## config.mk

```make
export PLATFORM = sky130hd
export DESIGN_NAME = dac_update_sched
export DESIGN_NICKNAME = d
export VERILOG_FILES = /design/src/rtl/dacu_pkg.sv /design/src/rtl/dacu_regs.sv /design/src/rtl/dacu_trig.sv /design/src/rtl/dac_update_sched.sv
export SDC_FILE = /design/constraint.sdc
export NUM_CORES = 1
export LEC_CHECK = 0
export BUFFER_PORTS_ARGS = -buffer_cell sky130_fd_sc_hd__buf_4
export CAP_MARGIN = 20
export CORE_UTILIZATION = 45
export DETAILED_ROUTE_END_ITERATION = 12
export PLACE_DENSITY = 0.71
export SYNTH_ARGS = -nofsm -noshare
export SYNTH_HDL_FRONTEND = slang
export SYNTH_HIERARCHICAL = 1
export SYNTH_SLANG_ARGS = --single-unit
```

## constraint.sdc

```tcl
create_clock -name clk -period 2.1 [get_ports clk]
set_input_delay 0.315 -clock clk [delete_from_list [all_inputs] [get_ports clk]]
set_output_delay 0.315 -clock clk [all_outputs]
set_load 0.005 [all_outputs]
```

## src/rtl/dacu_pkg.sv

```systemverilog
package dacu_pkg;
  localparam int BYTE_W  = 8;
  localparam int CODE_W  = 10;
  localparam int LO_BITS = CODE_W - BYTE_W;
  localparam int NUM_TMR = 4;
  localparam int ADDR_W  = 2;

  typedef enum logic [2:0] {
    M_TMR0 = 3'd0,
    M_TMR1 = 3'd1,
    M_TMR2 = 3'd2,
    M_TMR3 = 3'd3,
    M_RISE = 3'd4,
    M_FALL = 3'd5,
    M_BOTH = 3'd6,
    M_HIWR = 3'd7
  } upd_mode_e;

  localparam logic [ADDR_W-1:0] A_CTRL = 2'd0;
  localparam logic [ADDR_W-1:0] A_LO   = 2'd1;
  localparam logic [ADDR_W-1:0] A_HI   = 2'd2;

  function automatic logic [CODE_W-1:0] join_code(input logic [BYTE_W-1:0] hi,
                                                   input logic [LO_BITS-1:0] lo);
    return {hi, lo};
  endfunction

  function automatic logic [BYTE_W-1:0] lo_view(input logic [LO_BITS-1:0] lo);
    return {lo, {(BYTE_W-LO_BITS){1'b0}}};
  endfunction

  function automatic logic [BYTE_W-1:0] ctrl_view(input logic en, input upd_mode_e m,
                                                  input logic [1:0] fs);
    return {en, m, 2'b00, fs};
  endfunction
endpackage

```

## src/rtl/dacu_regs.sv

```systemverilog
module dacu_regs
  import dacu_pkg::*;
(
  input  logic                 clk,
  input  logic                 rst_n,
  input  logic                 wr_en,
  input  logic [ADDR_W-1:0]    wr_addr,
  input  logic [BYTE_W-1:0]    wr_data,
  input  logic [ADDR_W-1:0]    rd_addr,
  output logic [BYTE_W-1:0]    rd_data,
  output logic                 en,
  output upd_mode_e            mode,
  output logic [1:0]           fs,
  output logic [BYTE_W-1:0]    hold_hi,
  output logic [LO_BITS-1:0]   hold_lo,
  output logic                 hi_wr
);
  logic ctrl_wr, lo_wr;

  assign ctrl_wr = wr_en && (wr_addr == A_CTRL);
  assign lo_wr   = wr_en && (wr_addr == A_LO);
  assign hi_wr   = wr_en && (wr_addr == A_HI);

  always_ff @(posedge clk or negedge rst_n) begin
    if (!rst_n) begin
      en      <= 1'b0;
      mode    <= M_HIWR;
      fs      <= 2'b00;
      hold_hi <= '0;
      hold_lo <= '0;
    end else begin
      if (ctrl_wr) begin
        en   <= wr_data[7];
        mode <= upd_mode_e'(wr_data[6:4]);
        fs   <= wr_data[1:0];
      end
      if (lo_wr) hold_lo <= wr_data[BYTE_W-1 -: LO_BITS];
      if (hi_wr) hold_hi <= wr_data;
    end
  end

  always_comb begin
    case (rd_addr)
      A_CTRL:  rd_data = ctrl_view(en, mode, fs);
      A_LO:    rd_data = lo_view(hold_lo);
      A_HI:    rd_data = hold_hi;
      default: rd_data = '0;
    endcase
  end

  // a low-byte write updates only the stored top bits, visible on readback
  assert_lo_store_R2: assert property (@(posedge clk) disable iff (!rst_n)
    lo_wr |=> hold_lo == $past(wr_data[BYTE_W-1 -: LO_BITS]));
endmodule

```

## src/rtl/dacu_trig.sv

```systemverilog
module dacu_trig
  import dacu_pkg::*;
#(
  parameter int SYNC_STAGES = 2
) (
  input  logic               clk,
  input  logic               rst_n,
  input  upd_mode_e          mode,
  input  logic [NUM_TMR-1:0] tmr_ovf,
  input  logic               ext_pin,
  output logic               trig_q
);
  localparam int SH_W = SYNC_STAGES + 1;

  logic [SH_W-1:0]    sh;
  logic               pin_now, pin_prev;
  logic               edge_rise, edge_fall;
  logic [NUM_TMR-1:0] tmr_hit;
  logic               pin_hit;
  logic [NUM_TMR:0]   src;

  always_ff @(posedge clk or negedge rst_n) begin
    if (!rst_n) sh <= '0;
    else        sh <= {sh[SH_W-2:0], ext_pin};
  end

  assign pin_now   = sh[SYNC_STAGES-1];
  assign pin_prev  = sh[SYNC_STAGES];
  assign edge_rise = pin_now && !pin_prev;
  assign edge_fall = !pin_now && pin_prev;

  for (genvar i = 0; i < NUM_TMR; i++) begin : g_tmr
    assign tmr_hit[i] = tmr_ovf[i] && (mode == upd_mode_e'(i));
  end

  always_comb begin
    case (mode)
      M_RISE:  pin_hit = edge_rise;
      M_FALL:  pin_hit = edge_fall;
      M_BOTH:  pin_hit = edge_rise || edge_fall;
      default: pin_hit = 1'b0;
    endcase
  end

  assign src = {pin_hit, tmr_hit};

  always_ff @(posedge clk or negedge rst_n) begin
    if (!rst_n) trig_q <= 1'b0;
    else        trig_q <= |src;
  end

  // at most one trigger source is active in any cycle
  assert_one_source_R5: assert property (@(posedge clk) disable iff (!rst_n)
    $onehot0(src));
  // selected timer pulse arms the load for the next edge
  assert_tmr_arms_R5: assert property (@(posedge clk) disable iff (!rst_n)
    (|tmr_hit) |=> trig_q);
  // in high-byte mode nothing arms a trigger
  assert_hiwr_quiet_R10: assert property (@(posedge clk) disable iff (!rst_n)
    (mode == M_HIWR) |=> !trig_q);
endmodule

```

## src/rtl/dac_update_sched.sv

```systemverilog
module dac_update_sched
  import dacu_pkg::*;
#(
  parameter int SYNC_STAGES = 2
) (
  input  logic         clk,
  input  logic         rst_n,
  input  logic         wr_en,
  input  logic [1:0]   wr_addr,
  input  logic [7:0]   wr_data,
  input  logic [1:0]   rd_addr,
  output logic [7:0]   rd_data,
  input  logic [3:0]   tmr_ovf,
  input  logic         ext_pin,
  output logic [9:0]   dac_code,
  output logic         dac_en,
  output logic         pin_override,
  output logic [1:0]   fs_sel
);
  logic                en;
  upd_mode_e           mode;
  logic [1:0]          fs;
  logic [BYTE_W-1:0]   hold_hi;
  logic [LO_BITS-1:0]  hold_lo;
  logic                hi_wr;
  logic                trig_q;
  logic                hi_load, trig_load;
  logic [CODE_W-1:0]   code_q;

  dacu_regs u_regs (
    .clk(clk), .rst_n(rst_n), .wr_en(wr_en), .wr_addr(wr_addr), .wr_data(wr_data),
    .rd_addr(rd_addr), .rd_data(rd_data), .en(en), .mode(mode), .fs(fs),
    .hold_hi(hold_hi), .hold_lo(hold_lo), .hi_wr(hi_wr)
  );

  dacu_trig #(.SYNC_STAGES(SYNC_STAGES)) u_trig (
    .clk(clk), .rst_n(rst_n), .mode(mode), .tmr_ovf(tmr_ovf),
    .ext_pin(ext_pin), .trig_q(trig_q)
  );

  assign hi_load   = hi_wr && (mode == M_HIWR);
  assign trig_load = trig_q && !hi_load;

  always_ff @(posedge clk or negedge rst_n) begin
    if (!rst_n)         code_q <= '0;
    else if (hi_load)   code_q <= join_code(wr_data, hold_lo);
    else if (trig_load) code_q <= join_code(hold_hi, hold_lo);
  end

  assign dac_code     = code_q;
  assign dac_en       = en;
  assign pin_override = en;
  assign fs_sel       = fs;

  // with no load event, the output latch holds still
  assert_hold_idle_R3: assert property (@(posedge clk) disable iff (!rst_n)
    !(hi_load || trig_load) |=> $stable(dac_code));
  // high-byte write combines the new byte with the held low bits
  assert_hiwr_load_R3: assert property (@(posedge clk) disable iff (!rst_n)
    hi_load |=> dac_code == {$past(wr_data), $past(hold_lo)});
  // trigger loads the code held before any write on the same edge
  assert_trig_load_R8: assert property (@(posedge clk) disable iff (!rst_n)
    trig_load |=> dac_code == {$past(hold_hi), $past(hold_lo)});
  // in trigger modes the bus never loads the latch directly
  assert_no_bus_load_R7: assert property (@(posedge clk) disable iff (!rst_n)
    (mode != M_HIWR && !trig_q) |=> $stable(dac_code));
endmodule

```

### Word-level counts from Yosys, hierarchy flattened

Cells that the tools add are included.

* input port bits: 20
* logic and storage cells: 43
* output and inout port bits: 22
* flip-flop bits (word level): 30

* equality and inequality tests: 11
* multiplexer cells: 4
* reduce and logical (&&, ||, !) cells: 20

Operators by type and width (count)
* one-hot mux 8 bit (3 select lines): 1
* 2-to-1 mux 10 bit: 2
* == test 3 bit, second input constant: 4
* logical AND 1 bit: 11
* == test 3 x 2 -> 1 bit, second input constant: 2
* OR reduction 5 bit: 1
* == test 2 x 1 -> 1 bit, second input constant: 2
* == test 2 bit, second input constant: 2
* zero test 2 bit: 2
* == test 3 x 1 -> 1 bit, second input constant: 1
* zero test 1 bit: 3
* zero test 3 bit: 1
* one-hot mux 1 bit (3 select lines): 1
* nonzero test 2 bit: 1
* logical OR 1 bit: 1

### Longest topological paths before layout

Gate-level depths: netlist (run 1).

* word-level depth: 7
* depth in mapped cells: 5
* mapped depth without buffers: 5

### By module

Netlist (run 1), hierarchy kept.

Modules (own cells, without submodules)
* dacu_regs: cells each 53, area an instance 750.7 um^2, sequential area each 404.1 um^2, times used 1
* dac_update_sched: cells each 32, area an instance 523.0 um^2, sequential area each 250.2 um^2, times used 1
* dacu_trig: cells each 14, area an instance 191.4 um^2, sequential area each 100.1 um^2, times used 1

### Worst setup path after synthesis (run 1)

OpenSTA, ideal clock, no wires.

* path kind: reg2reg
* from: register u_trig.sh[1]
* to: register u_trig.trig_q
* library setup time: 119 ps
* period minus slack after synthesis: 1392 ps
* arrival: 1274 ps
* setup slack: 708 ps
* cell stages (with the launch flop): 6
* cell sequence: dfrtp_1 -> inv_1 -> ha_1 -> inv_1 -> mux4_2 -> o21a_1

* word-level cells in the longest chain between the ends: 5
* elaborated cells between the ends (all ways): 6

RTL lines
* start: declaration: line dacu_trig.sv:15 `logic [SH_W-1:0] sh;`
* start signal: assignment: line dacu_trig.sv:24 `else sh <= {sh[SH_W-2:0], ext_pin};`
* zero test 1 bit: line dacu_trig.sv:30 `assign edge_fall = !pin_now && pin_prev;`
* logical AND 1 bit: line dacu_trig.sv:30
* logical OR 1 bit: line dacu_trig.sv:40 `M_BOTH: pin_hit = edge_rise || edge_fall;`
* one-hot mux 1 bit (3 select lines) *: line dacu_trig.sv:37 `case (mode)`
* OR reduction 5 bit *: line dacu_trig.sv:49 `else trig_q <= |src;`
* end signal: assignment: line dacu_trig.sv:49
* end: declaration: line dacu_trig.sv:11 `output logic trig_q`

Mark *: on every way between the ends. The rest lies on a longest branch, timed or not.
A chain may end at the register's enable or synchronous reset.

### Final worst setup path (run 1)

* from: register u_regs.mode[2]
* to: output rd_data[6]

* word-level cells in the longest chain between the ends: 1

RTL lines
* start: declaration: line dacu_regs.sv:12 `output upd_mode_e mode,`
* start signal: assignment: line dacu_regs.sv:34 `mode <= upd_mode_e'(wr_data[6:4]);`
* one-hot mux 8 bit (3 select lines): line dacu_regs.sv:43 `case (rd_addr)`
* end: declaration: line dac_update_sched.sv:12 `output logic [7:0] rd_data,`

No other way between the ends.

==> results of run 1 <==
-- synth_stat cells (2+ instances only) --
| cell | n | area share [%] |
|---|---|---|
| dfrtp_1 | 27 | 46 |
| mux2_2 | 26 | 20 |
| mux2_4 | 8 | 8.2 |
| mux2i_1 | 7 | 4.8 |
| inv_1 | 4 | 1.0 |
| nor2_1 | 4 | 1.0 |
| dfstp_2 | 3 | 5.4 |
| and3b_1 | 2 | 1.2 |
| ha_1 | 2 | 1.7 |
| nand3b_1 | 2 | 1.0 |
| o2bb2ai_1 | 2 | 1.2 |
-- flip-flops by register name, indices dropped and copies added, names as in the netlist --
signal	flops
u_regs/en	1
dac_code	10
u_regs/hold_hi	8
u_trig/trig_q	1
u_trig/sh	3
u_regs/mode	3
u_regs/hold_lo	2
u_regs/fs	2
-- cell families after synthesis --
family                     Yosys count
and+or+nand+nor                     12
DFF                                 30
adders and majority gates            2
buffers and inverters                8
AOI/OAI and AO/OA                    5
muxes                               42
-- what timing repair did --
| action | CTS | global route |
|---|---|---|
| hold buffers | 1 | 0 |
| setup buffers | 0 | 0 |
| endpoints found under the hold margin | 27 | 0 |
| endpoints found under the setup margin | 0 | 0 |
-- area by class of cell --
cell class,instances,area share (%)
Clock buffer,7,2.93
Clock inverter,1,0.266
Inverter,4,0.799
Multi-Input combinational cell,61,35.6
Sequential cell,30,40.2
Tap cell,44,2.93
Timing Repair Buffer,43,17.3
-- per-layer routing --
metal / part of all wire, % / GRT usage, %
met3: 5.1 / 6.55
met5: 0 / 0
met1: 46 / 22.0
met4: 0.68 / 7.14
met2: 48 / 27.3
-- path summary, 6_finish.rpt --
kind	from	end	depth (start not counted)
worst max register to register	u_trig/sh[1]	u_trig/trig_q	5
worst min register to register	u_trig/sh[0]	u_trig/sh[1]	0
min in group asynchronous	rst_n	u_regs/hold_hi[4]	2
worst min-delay path	ext_pin	u_trig/sh[0]	1
max in group asynchronous	rst_n	u_regs/mode[2]	2
worst max-delay path	u_regs/mode[2]	rd_data[6]	3
-- worst max-delay path: stages (launching register included) --
cell and delay (ns):
dfstp_2 0.61, mux2i_1 0.09, o2bb2ai_1 0.15, buf_4 0.13
-- power by group through the flow --
stage / Clock, mW / Combinational (mW) / Sequential [mW]
final: 0.345 / 0.634 / 0.902
after global routing: 0.390 / 0.684 / 0.925
after CTS: 0.364 / 0.643 / 0.905
after detailed placement: 0 / 0.640 / 0.913
after global placement: 0 / 0.626 / 0.905
after floorplan: 0 / 0.386 / 0.868
==> results.toml, run 1 <==
[logic_synthesis]
muxShareOfSynthArea_pct = 34.5
syn-instance-count = 99
synth_seq_cells = 30
netlist_area_sq_um = 1470
synth_compound_area_share_pct = 2.82
synth_edf_count = 0
yosys.area_share.adder_pct = 1.71
yosys_warnings = 6
yosys.area_share.simple_pct = 6.58
synth_flop_cell = "dfrtp_1"
syn-num-nets = 121
yosysSeqAreaShare_pct = 51.5
synth_top_family_by_area = "multiplexers"
avgSynthCellArea_sq_um = 14.8
async_flop_share_pct = 100
yosys.area_share.xor_xnor_pct = 0
ys_types = 23

[sta]
drv_slew = 0
min_period_over_period_pct = 76.1
tightest_slew_ns = 0.537
min_period_ns = 1.60
skew_ns = 0.00331
hold_viol = 0
worst_slack_ns = 0.501
max_slew_margin_pct = 64.2
rsz0062_at_grt = "false"
hold_slack_ns = 0.0986
tns_ns = 0
finalSetupViolCount = 0
clock.fmax_mhz = 625

[worst_setup_path]
crit_arrival_ns = 1.28
critPathCaptureType = "output port"
rrSetupSlack_ns = 0.66
critPathRequiredTime_ns = 1.78
cp-start-kind = "flip-flop"
path_class = "reg -> out"
cp_max_fo = 7

[clock_network]
cts.repair.resized = 0
cts_sinks = 30
cts_tree = "yes"
numCtsBuffers = 5
clock_path_buffers = 2
cts_root_buf = "clkbuf_4"
htreeDepth = 2
clkLatencyLatePin_ns = 0.32
clkTransAtPathRegs_ns = 0.08

[die]
rows = 20
die_area_sq_um = 3490
ios = 42
core_area_sq_um = 3080
initial_utilization_pct = 47.6
die_x_microns = 59.1
die_h_microns = 59.1

[drt]
finalWirelength_mm = 2.78
wl_per_cell_microns = 14.6
drc = 0
dr.pass1.iters = 4
drt_iter0_markers = 13
via_per_inst = 4.93
dr_total_vias = 937
ant_nets = 0

[final_layout]
final_cell_area_sq_um = 1880
area_growth_pct = 28.2
diodes = 0
multi_input_area_sq_um = 668
final_util_pct = 61.0
ff_latch_area_sq_um = 754
layout_common_cells = "42 x buf_4, 27 x dfrtp_1, 26 x mux2_2, 8 x mux2_4, 7 x mux2i_1"
final_cells = 190
nNetsFinal = 167
layout_commonest_cell = "buf_4"
n_fill_cell = 280
drive_gt1_share_pct = 61.6

[placement]
gp_congestion = 0.679
hpwl_mm = 1.98
pre_cts_ws_ns = 0.568
dpl.cell_count = 181
place_area_sq_um = 1810
portBuffers = 41

[outcome]
status = "finished clean"

[power_and_ir_drop]
p_switching_uw = 510
power.total_mw = 1.88
intPower_mw = 1.37
peakVddDrop_mv = 0.518
p_leak_nw = 0.912
swShare_pct = 27.1
comb_power_share_pct = 33.7
clkPwrFrac_pct = 18.3
p_per_area_nw_per_um2 = 1000
seqPwrFrac_pct = 47.9

[grt]
antenna_found_initial = 0
grt-ovfl-total = 0
grt_max_degree = 31
grt_usage_pct = 17.5
grt_pass1_wl_mm = 4.22
grt_pass1_vias = 884

[hold_path]
holdCritPathClass = "in -> reg"

[flow_run]
maxCapViolations = 0
Power figures use the tool's default switching activity.
==> run 2, diff against run 1 <==
--- a/config.mk
+++ b/config.mk
@@ -9,7 +9,7 @@
 export CAP_MARGIN = 20
 export CORE_UTILIZATION = 45
 export DETAILED_ROUTE_END_ITERATION = 12
-export PLACE_DENSITY = 0.71
+export PLACE_DENSITY = 0.73
 export SYNTH_ARGS = -nofsm -noshare
 export SYNTH_HDL_FRONTEND = slang
 export SYNTH_HIERARCHICAL = 1
==> constraint.sdc (replaced) <==
create_clock -name clk -period 1.3 [get_ports clk]
set_input_delay 0.195 -clock clk [delete_from_list [all_inputs] [get_ports clk]]
set_output_delay 0.195 -clock clk [all_outputs]
set_load 0.005 [all_outputs]
==> run 2 against run 1 <==
Against the previous run:
- the flow now finishes with violations (negative setup slack)
- die area is the same
- final cell count rose by 12%
- core utilization up 7.1 points
- non-clock buffer count is 22 higher
- clock-buffer cell count did not move
- sequential power increased by 54%
- clock skew is 0.0058 ns higher
- sequential share of layout area fell by 4.2 points
- highest routed layer unchanged
==> results.toml, run 2 (same netlist as run 1, synthesis figures left out) <==
[final_layout]
area_growth_pct = 43.0
nNetsFinal = 189
diodes = 0
n_fill_cell = 251
largest_reg_flops = 10
layout_commonest_cell = "buf_4"
multi_input_area_sq_um = 699
final_cell_area_sq_um = 2100
layout_common_cells = "58 x buf_4, 27 x dfrtp_1, 25 x mux2_2, 9 x mux2_4, 7 x mux2i_1"
final_cells = 212
ff_latch_area_sq_um = 754
final_util_pct = 68.1
drive_gt1_share_pct = 66.7

[sta]
min_period_over_period_pct = 113
hold_viol = 0
tightest_slew_ns = 0.385
finalSetupViolCount = 7
skew_ns = 0.00907
clock.fmax_mhz = 681
rsz0062_at_grt = "true"
drv_slew = 0
max_slew_margin_pct = 74.4
hold_slack_ns = 0.0972
min_period_ns = 1.47
worst_slack_ns = -0.168

[drt]
wl_per_cell_microns = 15.3
dr_total_vias = 1049
dr.pass1.iters = 3
finalWirelength_mm = 3.24
ant_nets = 0
drc = 0
drt_iter0_markers = 30
via_per_inst = 4.95

[placement]
hpwl_mm = 2.31
dpl.cell_count = 192
pre_cts_ws_ns = -0.181
place_area_sq_um = 1890
portBuffers = 41
gp_congestion = 0.727

[worst_setup_path]
cp-start-kind = "flip-flop"
critPathCaptureType = "flip-flop"
cp_max_fo = 3
path_class = "reg -> reg"
critPathRequiredTime_ns = 1.54
crit_arrival_ns = 1.71

[grt]
grt_usage_pct = 21.4
grt_pass1_wl_mm = 5.20
antenna_found_initial = 0
grt-ovfl-total = 0
grt_pass1_vias = 1090
grt_max_degree = 31

[clock_network]
clock_path_buffers = 2
cts_tree = "yes"
cts_root_buf = "clkbuf_4"
cts_sinks = 30
htreeDepth = 2
clkTransAtPathRegs_ns = 0.10
numCtsBuffers = 5
clkLatencyLatePin_ns = 0.34

[power_and_ir_drop]
p_leak_nw = 1.03
p_per_area_nw_per_um2 = 1580
peakVddDrop_mv = 0.930

[die]
rows = 20
ios = 42
die_x_microns = 59.1
die_h_microns = 59.1
core_area_sq_um = 3080
die_area_sq_um = 3490
initial_utilization_pct = 47.6

[hold_path]
holdCritPathClass = "in -> reg"

[outcome]
violations = "negative setup slack"
status = "finished, violations left"

[flow_run]
maxCapViolations = 0
## run 2: cell types whose count changed in the layout (fill, tap and decap cells not counted), sizes merged
| cell | change |
|---|---|
| buf | +21 |
| dlygate4sd3 | +1 |
## run 2: per-layer routing
layer	track usage [%]	share of wire (%)	vias to the layer above
li1	-	-	496
met3	6.55	4.6	8
met5	0	0	-
met4	8.16	1.6	0
met1	25.8	43	506
met2	35.9	51	39
## run 2: worst max-delay path, stage by stage, from the launching register on
cell,delay (ns)
dfrtp_1,0.38
inv_1,0.05
ha_1,0.27
inv_1,0.04
mux4_2,0.46
o21a_1,0.18
## run 2: area by class of cell
| cell class | count | area share, % |
|---|---|---|
| Sequential cell | 30 | 36.0 |
| Tap cell | 44 | 2.63 |
| Clock inverter | 1 | 0.239 |
| Timing Repair Buffer | 65 | 24.4 |
| Inverter | 4 | 0.716 |
| Clock buffer | 7 | 2.63 |
| Multi-Input combinational cell | 61 | 33.4 |
## run 2: worst paths after layout
path	startpoint	endpoint	slack [ns]	depth (start not counted)
worst min register to register	u_trig/sh[0]	u_trig/sh[1]	0.36	0
min in group asynchronous	rst_n	u_regs/hold_hi[4]	0.32	2
worst max register to register	u_trig/sh[1]	u_trig/trig_q	-0.17	5
worst max-delay path	u_trig/sh[1]	u_trig/trig_q	-0.17	5
max in group asynchronous	rst_n	u_regs/mode[2]	0.66	2
worst min-delay path	wr_data[2]	u_regs/hold_hi[2]	0.1	2
## run 2: what timing repair did
action                                  CTS  global route
buffers inserted                          6             5
endpoints found under the setup margin    6            17
pin swaps                                 3             3
hold endpoints to repair                 28             0
gates resized for setup                   2             7
hold buffers                              2             0
## run 2: report_power, final
| part | switching (mW) | leakage (nW) | internal, mW |
|---|---|---|---|
| Combinational | 0.423 | 0.641 | 0.908 |
| Clock | 0.325 | 0.0353 | 0.262 |
| Sequential | 0.179 | 0.351 | 1.21 |
## run 2: per-stage QoR
step	total power, mW	setup TNS (ns)
floorplan	2.03	-0.0923
global placement	2.54	-0.114
detailed placement	2.58	-0.181
CTS	3.24	-0.822
global route	3.51	-1.32
finish	3.31	-0.603
==> run 3, diff against run 2 <==
--- a/config.mk
+++ b/config.mk
@@ -5,11 +5,11 @@
 export SDC_FILE = /design/constraint.sdc
 export NUM_CORES = 1
 export LEC_CHECK = 0
-export BUFFER_PORTS_ARGS = -buffer_cell sky130_fd_sc_hd__buf_4
 export CAP_MARGIN = 20
 export CORE_UTILIZATION = 45
+export CTS_BUF_LIST = sky130_fd_sc_hd__clkbuf_4
 export DETAILED_ROUTE_END_ITERATION = 12
-export PLACE_DENSITY = 0.73
+export DONT_BUFFER_PORTS = 1
 export SYNTH_ARGS = -nofsm -noshare
 export SYNTH_HDL_FRONTEND = slang
 export SYNTH_HIERARCHICAL = 1
==> run 3 against run 2 <==
Against the previous run:
- the run still ends with negative setup slack left
- final cell count is 21% lower
- routed wire length is 12% lower
- flip-flop and latch count is the same
- power shrank 16%
- combinational power is 36% lower
- first-iteration DRC count grew 33%
- critical path type unchanged
- critical endpoint unchanged
==> results.toml, run 3 (same netlist as run 1, synthesis figures left out) <==
[clock_network]
cts_sinks = 30
cts_tree = "yes"
clkLatencyLatePin_ns = 0.33
htreeDepth = 2
clkTransAtPathRegs_ns = 0.09
clock_path_buffers = 2
cts_root_buf = "clkbuf_4"
numCtsBuffers = 5

[drt]
via_per_inst = 5.32
dr_total_vias = 894
ant_nets = 0
wl_per_cell_microns = 16.9
dr.pass1.iters = 3
finalWirelength_mm = 2.85
drt_iter0_markers = 40
drc = 0

[sta]
rsz0062_at_grt = "true"
worst_slack_ns = -0.159
min_period_over_period_pct = 112
drv_slew = 0
skew_ns = 0.00867
finalSetupViolCount = 12
tightest_slew_ns = 0.445
clock.fmax_mhz = 686
tns_ns = -0.492
hold_viol = 0
min_period_ns = 1.46
max_slew_margin_pct = 70.3

[hold_path]
holdCritPathClass = "in -> reg"

[final_layout]
nNetsFinal = 146
layout_common_cells = "26 x mux2_2, 26 x dfrtp_1, 11 x dlygate4sd3_1, 8 x mux2_4"
final_cells = 168
diodes = 0
largest_reg_flops = 10
area_growth_pct = 22.9
drive_gt1_share_pct = 50.0
final_cell_area_sq_um = 1800
final_util_pct = 58.5

[die]
die_h_microns = 59.1
ios = 42
rows = 20
initial_utilization_pct = 47.6
die_x_microns = 59.1
core_area_sq_um = 3080
die_area_sq_um = 3490

[power_and_ir_drop]
peakVddDrop_mv = 0.904
p_per_area_nw_per_um2 = 1550
p_leak_nw = 0.807

[worst_setup_path]
critPathRequiredTime_ns = 1.52
cp-start-kind = "flip-flop"
path_class = "reg -> reg"
critPathCaptureType = "flip-flop"
crit_arrival_ns = 1.68
cp_max_fo = 3

[placement]
gp_congestion = 0.718
hpwl_mm = 1.94
pre_cts_ws_ns = -0.150
place_area_sq_um = 1560
dpl.cell_count = 146
portBuffers = 0

[grt]
grt_usage_pct = 18.5
grt_max_degree = 31
grt_pass1_wl_mm = 4.49
grt_pass1_vias = 1004
antenna_found_initial = 0
grt-ovfl-total = 0

[outcome]
violations = "negative setup slack"
status = "finished, violations left"

[flow_run]
maxCapViolations = 0
## run 3: changes by cell type in the layout (fill, tap and decap cells not counted)
cell and change:
buf_4 -51, dlygate4sd3_1 +9, buf_6 -3, buf_12 +2
clkbuf_1 -1, clkbuf_8 -1, clkinv_2 +1, dfrtp_1 -1
dfrtp_2 +1, mux2_2 +1, mux2_4 -1, o2bb2ai_1 -1
o2bb2ai_2 +1
## run 3: layout make-up
type	instances	area (sq um)
clock buffers	5	37.5
clock inverters	2	10.0
fillers	263	1280
inverters	4	15.0
multi-input cells	61	702
flip-flops and latches	30	756
well taps	44	55.1
repair buffers	22	225
## run 3: power by group
part | total (mW) | switching (mW) | internal [mW]
Combinational | 0.849 | 0.262 | 0.586
Clock | 0.495 | 0.301 | 0.194
Sequential | 1.45 | 0.232 | 1.22
Total | 2.79 | 0.795 | 2.00
## run 3: per-layer routing
| layer | part of all wire (%) | global-route usage, % |
|---|---|---|
| met1 | 42 | 22.0 |
| met4 | 2.6 | 9.52 |
| met2 | 47 | 28.2 |
| met5 | 0 | 0 |
| met3 | 7.5 | 8.08 |
## run 3: path summary, 6_finish.rpt
kind / from / end / slack [ns] / cells past startpoint
max: u_trig/sh[1] / u_trig/trig_q / -0.16 / 5
min: wr_data[0] / u_regs/hold_hi[0] / 0.02 / 1
max reg2reg: u_trig/sh[1] / u_trig/trig_q / -0.16 / 5
min reg2reg: u_trig/sh[0] / u_trig/sh[1] / 0.35 / 0
max in group asynchronous: rst_n / u_regs/mode[0] / 0.75 / 2
min in group asynchronous: rst_n / dac_code[3] / 0.31 / 2
## run 3: critical path, stage by stage (launching register included)
cell and delay [ns]:
dfrtp_1 0.38, inv_1 0.05, ha_1 0.27, inv_1 0.03
mux4_2 0.45, o21a_1 0.17
## run 3: through the flow
step,hold WS (ns),power [mW]
6_report,0.0178,2.79
2_1_floorplan,-0.101,2.03
5_1_grt,-0.00860,2.98
4_1_cts,0.0000733,2.78
3_3_place_gp,-0.0998,2.18
3_5_place_dp,-0.0997,2.21
## run 3: timing repair
item | in CTS | in global routing
setup buffers | 2 | 1
pin swaps | 2 | 1
resized for setup | 1 | 6
endpoints found under the hold margin | 37 | 7
hold buffers | 7 | 5
gates cloned | 0 | 0
setup endpoints to repair | 10 | 15
